$ cat src/rtl/phmul_pkg.sv
package phmul_pkg;

  // Fixed opcode fields of the packed-halfword multiply word
  localparam logic [5:0] MAJOR_OP = 6'b001000;
  localparam logic [6:0] MINOR_OP = 7'b0000101;
  localparam logic [2:0] TAIL_OP  = 3'b101;

  localparam int unsigned INSTR_W   = 32;
  localparam int unsigned REG_IDX_W = 5;
  localparam int unsigned SAT_SEL   = 10;
  localparam int unsigned DST_LSB   = 11;

  typedef enum logic [1:0] {
    SLOT_RESULT   = 2'd0,
    SLOT_DSP_OFF  = 2'd1,
    SLOT_RESERVED = 2'd2
  } slot_kind_e;

  typedef struct packed {
    logic                 match;
    logic                 sat;
    logic [REG_IDX_W-1:0] dst;
  } decode_t;

endpackage

$ cat src/rtl/phmul_decode.sv
module phmul_decode
  import phmul_pkg::*;
(
  input  logic [INSTR_W-1:0] instr,
  output decode_t            dec
);

  logic major_ok;
  logic minor_ok;
  logic tail_ok;
  logic unused_src_fields;

  always_comb begin
    major_ok  = (instr[31:26] == MAJOR_OP);
    minor_ok  = (instr[9:3]   == MINOR_OP);
    tail_ok   = (instr[2:0]   == TAIL_OP);
    dec.match = major_ok && minor_ok && tail_ok;
    dec.sat   = instr[SAT_SEL];
    dec.dst   = instr[DST_LSB +: REG_IDX_W];
  end

  // Source register indices are consumed by the register file, not here
  assign unused_src_fields = ^instr[25:16];

endmodule

$ cat src/rtl/phmul_lane.sv
module phmul_lane #(
  parameter int unsigned LANE_W = 16
) (
  input  logic signed [LANE_W-1:0] op_x,
  input  logic signed [LANE_W-1:0] op_y,
  input  logic                     sat,
  output logic        [LANE_W-1:0] res,
  output logic                     ovf
);

  localparam int unsigned PROD_W = 2 * LANE_W;
  localparam logic signed [PROD_W-1:0] HI_LIM =
    {{(LANE_W + 1){1'b0}}, {(LANE_W - 1){1'b1}}};
  localparam logic signed [PROD_W-1:0] LO_LIM =
    {{(LANE_W + 1){1'b1}}, {(LANE_W - 1){1'b0}}};
  localparam logic [LANE_W-1:0] CLIP_POS = {1'b0, {(LANE_W - 1){1'b1}}};
  localparam logic [LANE_W-1:0] CLIP_NEG = {1'b1, {(LANE_W - 1){1'b0}}};

  logic signed [PROD_W-1:0] prod;
  logic                     above;
  logic                     below;

  always_comb begin
    prod  = op_x * op_y;
    above = (prod > HI_LIM);
    below = (prod < LO_LIM);
    ovf   = above || below;
    if (sat && above) begin
      res = CLIP_POS;
    end else if (sat && below) begin
      res = CLIP_NEG;
    end else begin
      res = prod[LANE_W-1:0];
    end
  end

endmodule

$ cat src/rtl/phmul_datapath.sv
module phmul_datapath #(
  parameter int unsigned LANE_W = 16,
  parameter int unsigned LANES  = 2
) (
  input  logic [LANE_W*LANES-1:0] src_a,
  input  logic [LANE_W*LANES-1:0] src_b,
  input  logic                    sat,
  output logic [LANE_W*LANES-1:0] packed_res,
  output logic                    any_ovf
);

  logic [LANES-1:0] lane_ovf;

  for (genvar l = 0; l < LANES; l++) begin : g_lane
    phmul_lane #(.LANE_W(LANE_W)) lane_i (
      .op_x (src_a[l*LANE_W +: LANE_W]),
      .op_y (src_b[l*LANE_W +: LANE_W]),
      .sat  (sat),
      .res  (packed_res[l*LANE_W +: LANE_W]),
      .ovf  (lane_ovf[l])
    );
  end

  assign any_ovf = |lane_ovf;

endmodule

$ cat src/rtl/phmul_slot.sv
module phmul_slot
  import phmul_pkg::*;
#(
  parameter int unsigned DATA_W = 32,
  parameter int unsigned IDX_W  = 5
) (
  input  logic              clk,
  input  logic              rst_n,
  input  logic              load,
  input  slot_kind_e        kind_in,
  input  logic [DATA_W-1:0] data_in,
  input  logic [IDX_W-1:0]  dst_in,
  input  logic              ovf_in,
  input  logic              drain,
  output logic              occ,
  output slot_kind_e        kind_q,
  output logic [DATA_W-1:0] data_q,
  output logic [IDX_W-1:0]  dst_q,
  output logic              ovf_q
);

  always_ff @(posedge clk) begin
    if (!rst_n) begin
      occ <= 1'b0;
    end else if (load) begin
      occ <= 1'b1;
    end else if (drain) begin
      occ <= 1'b0;
    end
  end

  always_ff @(posedge clk) begin
    if (!rst_n) begin
      kind_q <= SLOT_RESULT;
      ovf_q  <= 1'b0;
    end else if (load) begin
      kind_q <= kind_in;
      ovf_q  <= ovf_in;
    end
  end

  always_ff @(posedge clk) begin
    if (load) begin
      data_q <= data_in;
      dst_q  <= dst_in;
    end
  end

  // a waiting slot keeps its contents
  a_r8_hold_while_stalled: assert property (@(posedge clk) disable iff (!rst_n)
    (occ && !drain && !load) |=> (occ && $stable(data_q) && $stable(dst_q) && $stable(kind_q)));

endmodule

$ cat src/rtl/phmul_unit.sv
module phmul_unit
  import phmul_pkg::*;
#(
  parameter int unsigned LANE_W   = 16,
  parameter int unsigned LANES    = 2,
  parameter int unsigned FLAG_BIT = 21
) (
  input  logic                      clk,
  input  logic                      rst_n,
  input  logic                      in_valid,
  output logic                      in_ready,
  input  logic [INSTR_W-1:0]        instr,
  input  logic [LANE_W*LANES-1:0]   src_a,
  input  logic [LANE_W*LANES-1:0]   src_b,
  input  logic                      dsp_en,
  output logic                      out_valid,
  input  logic                      out_ready,
  output logic [LANE_W*LANES-1:0]   out_data,
  output logic [REG_IDX_W-1:0]      out_dst,
  output logic                      flag_we,
  output logic [LANE_W*LANES-1:0]   flag_mask,
  output logic                      exc_dsp_off,
  output logic                      exc_reserved
);

  localparam int unsigned DATA_W = LANE_W * LANES;
  localparam logic [DATA_W-1:0] FLAG_ONEHOT = DATA_W'(1) << FLAG_BIT;

  decode_t           dec;
  logic [DATA_W-1:0] lane_res;
  logic              lane_ovf;
  slot_kind_e        kind_in;
  logic              take;
  logic              occ;
  slot_kind_e        kind_q;
  logic              ovf_q;

  phmul_decode decode_i (
    .instr (instr),
    .dec   (dec)
  );

  phmul_datapath #(.LANE_W(LANE_W), .LANES(LANES)) datapath_i (
    .src_a      (src_a),
    .src_b      (src_b),
    .sat        (dec.sat),
    .packed_res (lane_res),
    .any_ovf    (lane_ovf)
  );

  // Reserved decode wins over the enable check
  always_comb begin
    if (!dec.match) begin
      kind_in = SLOT_RESERVED;
    end else if (!dsp_en) begin
      kind_in = SLOT_DSP_OFF;
    end else begin
      kind_in = SLOT_RESULT;
    end
  end

  assign in_ready = !occ || out_ready;
  assign take     = in_valid && in_ready;

  phmul_slot #(.DATA_W(DATA_W), .IDX_W(REG_IDX_W)) slot_i (
    .clk     (clk),
    .rst_n   (rst_n),
    .load    (take),
    .kind_in (kind_in),
    .data_in (lane_res),
    .dst_in  (dec.dst),
    .ovf_in  (lane_ovf && (kind_in == SLOT_RESULT)),
    .drain   (out_ready),
    .occ     (occ),
    .kind_q  (kind_q),
    .data_q  (out_data),
    .dst_q   (out_dst),
    .ovf_q   (ovf_q)
  );

  assign out_valid    = occ && (kind_q == SLOT_RESULT);
  assign exc_dsp_off  = occ && (kind_q == SLOT_DSP_OFF);
  assign exc_reserved = occ && (kind_q == SLOT_RESERVED);
  assign flag_we      = out_valid && ovf_q;
  assign flag_mask    = flag_we ? FLAG_ONEHOT : '0;

  // one outcome follows every accepted instruction on the next cycle
  a_r7_outcome_next_cycle: assert property (@(posedge clk) disable iff (!rst_n)
    (in_valid && in_ready) |=> (out_valid || exc_dsp_off || exc_reserved));

  // a wrong major opcode becomes a reserved indication
  a_r1_bad_major_reserved: assert property (@(posedge clk) disable iff (!rst_n)
    (in_valid && in_ready && instr[31:26] != MAJOR_OP) |=> (exc_reserved && !out_valid));

  // disabled unit writes neither result nor flag
  a_r2_disabled_no_write: assert property (@(posedge clk) disable iff (!rst_n)
    (in_valid && in_ready && !dsp_en) |=> (!out_valid && !flag_we));

  // the flag update only travels with a result
  a_r5_flag_with_result: assert property (@(posedge clk) disable iff (!rst_n)
    flag_we |-> (out_valid && $countones(flag_mask) == 1));

  // outcome kinds are exclusive
  a_r10_exclusive_kinds: assert property (@(posedge clk) disable iff (!rst_n)
    $onehot0({out_valid, exc_dsp_off, exc_reserved}));

  // ready is withheld only while a full slot is not drained
  a_r8_ready_rule: assert property (@(posedge clk) disable iff (!rst_n)
    !in_ready |-> (!out_ready && (out_valid || exc_dsp_off || exc_reserved)));

endmodule

$ cat config.mk
export PLATFORM = sky130hd
export DESIGN_NAME = phmul_unit
export DESIGN_NICKNAME = d
export VERILOG_FILES = /design/src/rtl/phmul_pkg.sv /design/src/rtl/phmul_decode.sv /design/src/rtl/phmul_lane.sv /design/src/rtl/phmul_datapath.sv /design/src/rtl/phmul_slot.sv /design/src/rtl/phmul_unit.sv
export SDC_FILE = /design/constraint.sdc
export NUM_CORES = 2
export LEC_CHECK = 0
export ABC_CLOCK_PERIOD_IN_PS = 10500
export CORE_MARGIN = 2
export CORE_UTILIZATION = 41
export DETAILED_ROUTE_END_ITERATION = 6
export DONT_BUFFER_PORTS = 1
export GPL_ROUTABILITY_DRIVEN = 0
export PLACE_DENSITY = 0.6
export SYNTH_ARGS = -nofsm -noshare
export SYNTH_HDL_FRONTEND = slang
export SYNTH_SLANG_ARGS = --single-unit
$ cat constraint.sdc
create_clock -name clk -period 10.5 [get_ports clk]
set_input_delay 1.05 -clock clk [delete_from_list [all_inputs] [get_ports clk]]
set_output_delay 1.05 -clock clk [all_outputs]
set_load 0.01 [all_outputs]
==> summary.md <==
| Metric | Value |
|---|---|
| Fin crit share | `0.783` |
| Cts bufs inserted | `5` |
| Unique masters post-synth | `73` |
| Vias in the first global route | `around 17000` |
| Seq/Total Area, Yosys | `0.0541` |
| CTS hold repair buffers | `0` |
| Initial Utilization | `0.417` |
| Nets | `3106` |
| Initial antenna violation count | `0` |
| H-tree depth | `2` |
| Critical Path Sink Type | `register` |
| Share of post-route cells with drive strength above 1 | `0.0160` |
| WL final | `approximately 48000 um` |
| Port Buffers | `0` |
| Max Fclk | `~120 MHz` |
| EDFF count, synth | `37` |
| Post-DP Area | `22400 um2` |
| Worst endpoint required time | `around 11 ns` |
| Total congestion overflow | `0` |
| WL met3 | `between 1500 and 2000 um` |
| Cells taking the most area after synthesis | `fa_1 48%, inv_1 10%, ha_1 9.3%` |
| Area grow syn2layout | `2.57%` |
| Setup crit start | `src_b[2]` |
| Final ANT Viol Nets | `0` |
| DRT Pass-1 Iters | `5` |
| Final Hold Fails | `0` |
| Clock root buffer | `clkbuf_16` |
| Share of the synthesized area in the top cell type | `0.477` |
| Status | `finished clean` |
| Critical path type | `in -> reg` |
| Critical-path maximum fanout | `16` |
| Vias | `15300` |
| Cell Rows | `between 80 and 90` |
| Die W | `roughly 240 um` |
| Endpoints failing setup | `0` |
| CP startpoint kind | `primary input` |
| Post-CTS Setup Inserts | `0` |
| Pin count of the biggest net entering global routing | `39` |
| Fin. max-slew vios | `0` |
| Flops & latches, synth | `41` |
| Worst relative slew slack | `0.551` |
| Clock skew | `between 0.003 and 0.004 ns` |
| Netlist Area Pre-Place | `between 20000 and 25000 um2` |
| Depth of the worst register-to-register path | `7` |
| Antenna Cells | `0` |
| Top cells by count, synth | `588 x inv_1, 524 x fa_1, 294 x nand2_1` |
| FFs w/ async S/R, synth | `0` |
| Most common cell in the netlist | `inv_1` |
| Post-route DRC | `0` |
| Worst r2r src | `slot_i.occ$_SDFFE_PN0P_` |
| WHS Endpoint | `slot_i.ovf_q$_SDFFE_PN0P_` |
| RSZ-0062 raised after global routing | `false` |
| WHS | `between 0.4 and 0.5 ns` |
| Chip height | `roughly 240 um` |
| I/O pins | `~180` |
| DR top layer | `met4` |
| Post-route cell area | `about 23000 um2` |
| Predominant post-synthesis flop cell | `edfxtp_1` |
| CP Data Arrival Time | `just over 8 ns` |
| GRT Total Usage | `0.182` |
| Tmin final | `8.22 ns` |
| Core box area | `~53000 um2` |
| HP Start | `slot_i.ovf_q$_SDFFE_PN0P_` |
| Drt initial violations | `865` |
| CTS tree | `done` |
| First-pass GRT wire length | `between 80000 and 90000 um` |
| Wl on met1 | `approximately 20000 um` |
| Die area | `between 50000 and 60000 um2` |
| YS warnings | `0` |
| Hold Crit Class | `reg -> reg` |
| Hold path cells | `2` |
| Num Clock Sinks | `41` |
| Worst-path clk slew | `0.06 ns` |
| Mean Syn Cell Area | `9.20 um2` |
| R2R Setup Slk | `just under 9 ns` |
| Latest clock arrival within the worst-skew pair | `0.28 ns` |
| Reg-to-reg critical path endpoint | `slot_i.ovf_q$_SDFFE_PN0P_` |
| Sum Neg Setup Slack | `0 ns` |
| Cells after Synth | `between 2000 and 2500` |
| DR vias/cell | `5.10` |
| Clock Path Buffers | `2` |
| Cell taking the most area after synthesis | `fa_1` |
| Max-cap viol count | `0` |
| Met2 WL post-DR | `around 25000 um` |
| CTS-repair resized insts | `0` |
| HPWL after detailed placement | `approximately 40000 um` |
| Worst slew pin tran | `around 0.67 ns` |
| DR WL/cell | `approximately 16 um` |
[kinds of logic after synthesis]
group	after synthesis	share of synthesized area
flip-flops	41	0.0541
multiplexers	3	0.00142
AO/OA/AOI/OAI	213	0.0657
adder cells (fa/ha/maj)	688	0.570
other	1	0.000170
XOR/XNOR	64	0.0258
buffers and inverters	700	0.127
AND/OR/NAND/NOR	681	0.156
[routing by layer]
metal  GRT usage  vias up
met5           0        -
met4      0.0392        0
met3      0.0164       61
met2       0.326      375
met1       0.239     8000
li1            -     6906
[state kept, by name, indices dropped and copies added (netlist names)]
register / count
slot_i.data_q: 32
slot_i.kind_q: 2
slot_i.ovf_q: 1
slot_i.occ: 1
slot_i.dst_q: 5
[cells in the final DEF, fill, tap and decap left out, types with 3 or more instances in the layout]
master       n
a2111oi_0    4
a211oi_1     8
a21o_1      43
a21o_2       5
a21oi_1     54
a31o_2       4
a31oi_1     13
and2_1     237
and3_1       6
and3b_1      4
clkbuf_16    5
conb_1      31
dfxtp_1      4
edfxtp_1    37
fa_1       524
ha_1       164
inv_1      588
nand2_1    294
nand2b_1    22
nand3_1     16
nand3b_1     3
nand4_1      8
nor2_1      48
nor3_1      11
nor4_1       6
nor4b_1      3
o2111ai_1    5
o211ai_1     8
o21a_1       8
o21ai_0     28
o21ai_1      5
o21bai_1     4
or2_2        5
or3_1        4
xnor2_1     44
xor2_1      19
[per-stage QoR]
| step | cells | setup slack (ns) | util |
|---|---|---|---|
| 2_1_floorplan | 2421 | 2.49 | - |
| 3_3_place_gp | 2998 | 2.14 | 0.425 |
| 3_5_place_dp | 2998 | 2.11 | 0.425 |
| 4_1_cts | 3006 | 2.37 | 0.428 |
| 5_1_grt | 3006 | 1.77 | 0.428 |
| 6_report | 3006 | 2.28 | 0.428 |
[worst max-delay path: stages]
cell       delay [ns]
and2_1           0.14
inv_1            0.06
fa_1             0.51
inv_1            0.14
fa_1             0.91
fa_1             0.54
fa_1             0.50
fa_1             0.49
inv_1            0.05
fa_1             0.47
inv_1            0.04
ha_1             0.34
a21oi_1          0.17
o21ai_0          0.16
a2111oi_0        0.44
a211oi_1         0.20
a31oi_1          0.28
o21ai_0          0.16
xnor2_1          0.51
nand3_1          0.63
a31o_2           0.46
[worst max-delay path by stage]
stage	slack, ns	to
5_1_grt	1.77	slot_i.data_q[0]$_SDFFCE_PP1P_
4_1_cts	2.37	slot_i.data_q[31]$_SDFFCE_PP0P_
6_report	2.28	slot_i.data_q[0]$_SDFFCE_PP1P_
2_1_floorplan	2.49	slot_i.data_q[31]$_SDFFCE_PP0P_
3_3_place_gp	2.14	slot_i.data_q[31]$_SDFFCE_PP0P_
3_5_place_dp	2.11	slot_i.data_q[31]$_SDFFCE_PP0P_
[final cells by class]
class | instances | area [um2]
clock inverter | 2 | 35.0
clock buffer | 6 | 129
sequential | 41 | 1190
tap | 688 | 861
fill | 5201 | 30200
multi-input combinational | 1680 | 18100
inverter | 588 | 2210
timing repair buffer | 1 | 7.51
Power is left out: the tool's default activity adds up to more than one toggle a clock period on the data nets, which glitch-free logic cannot reach.
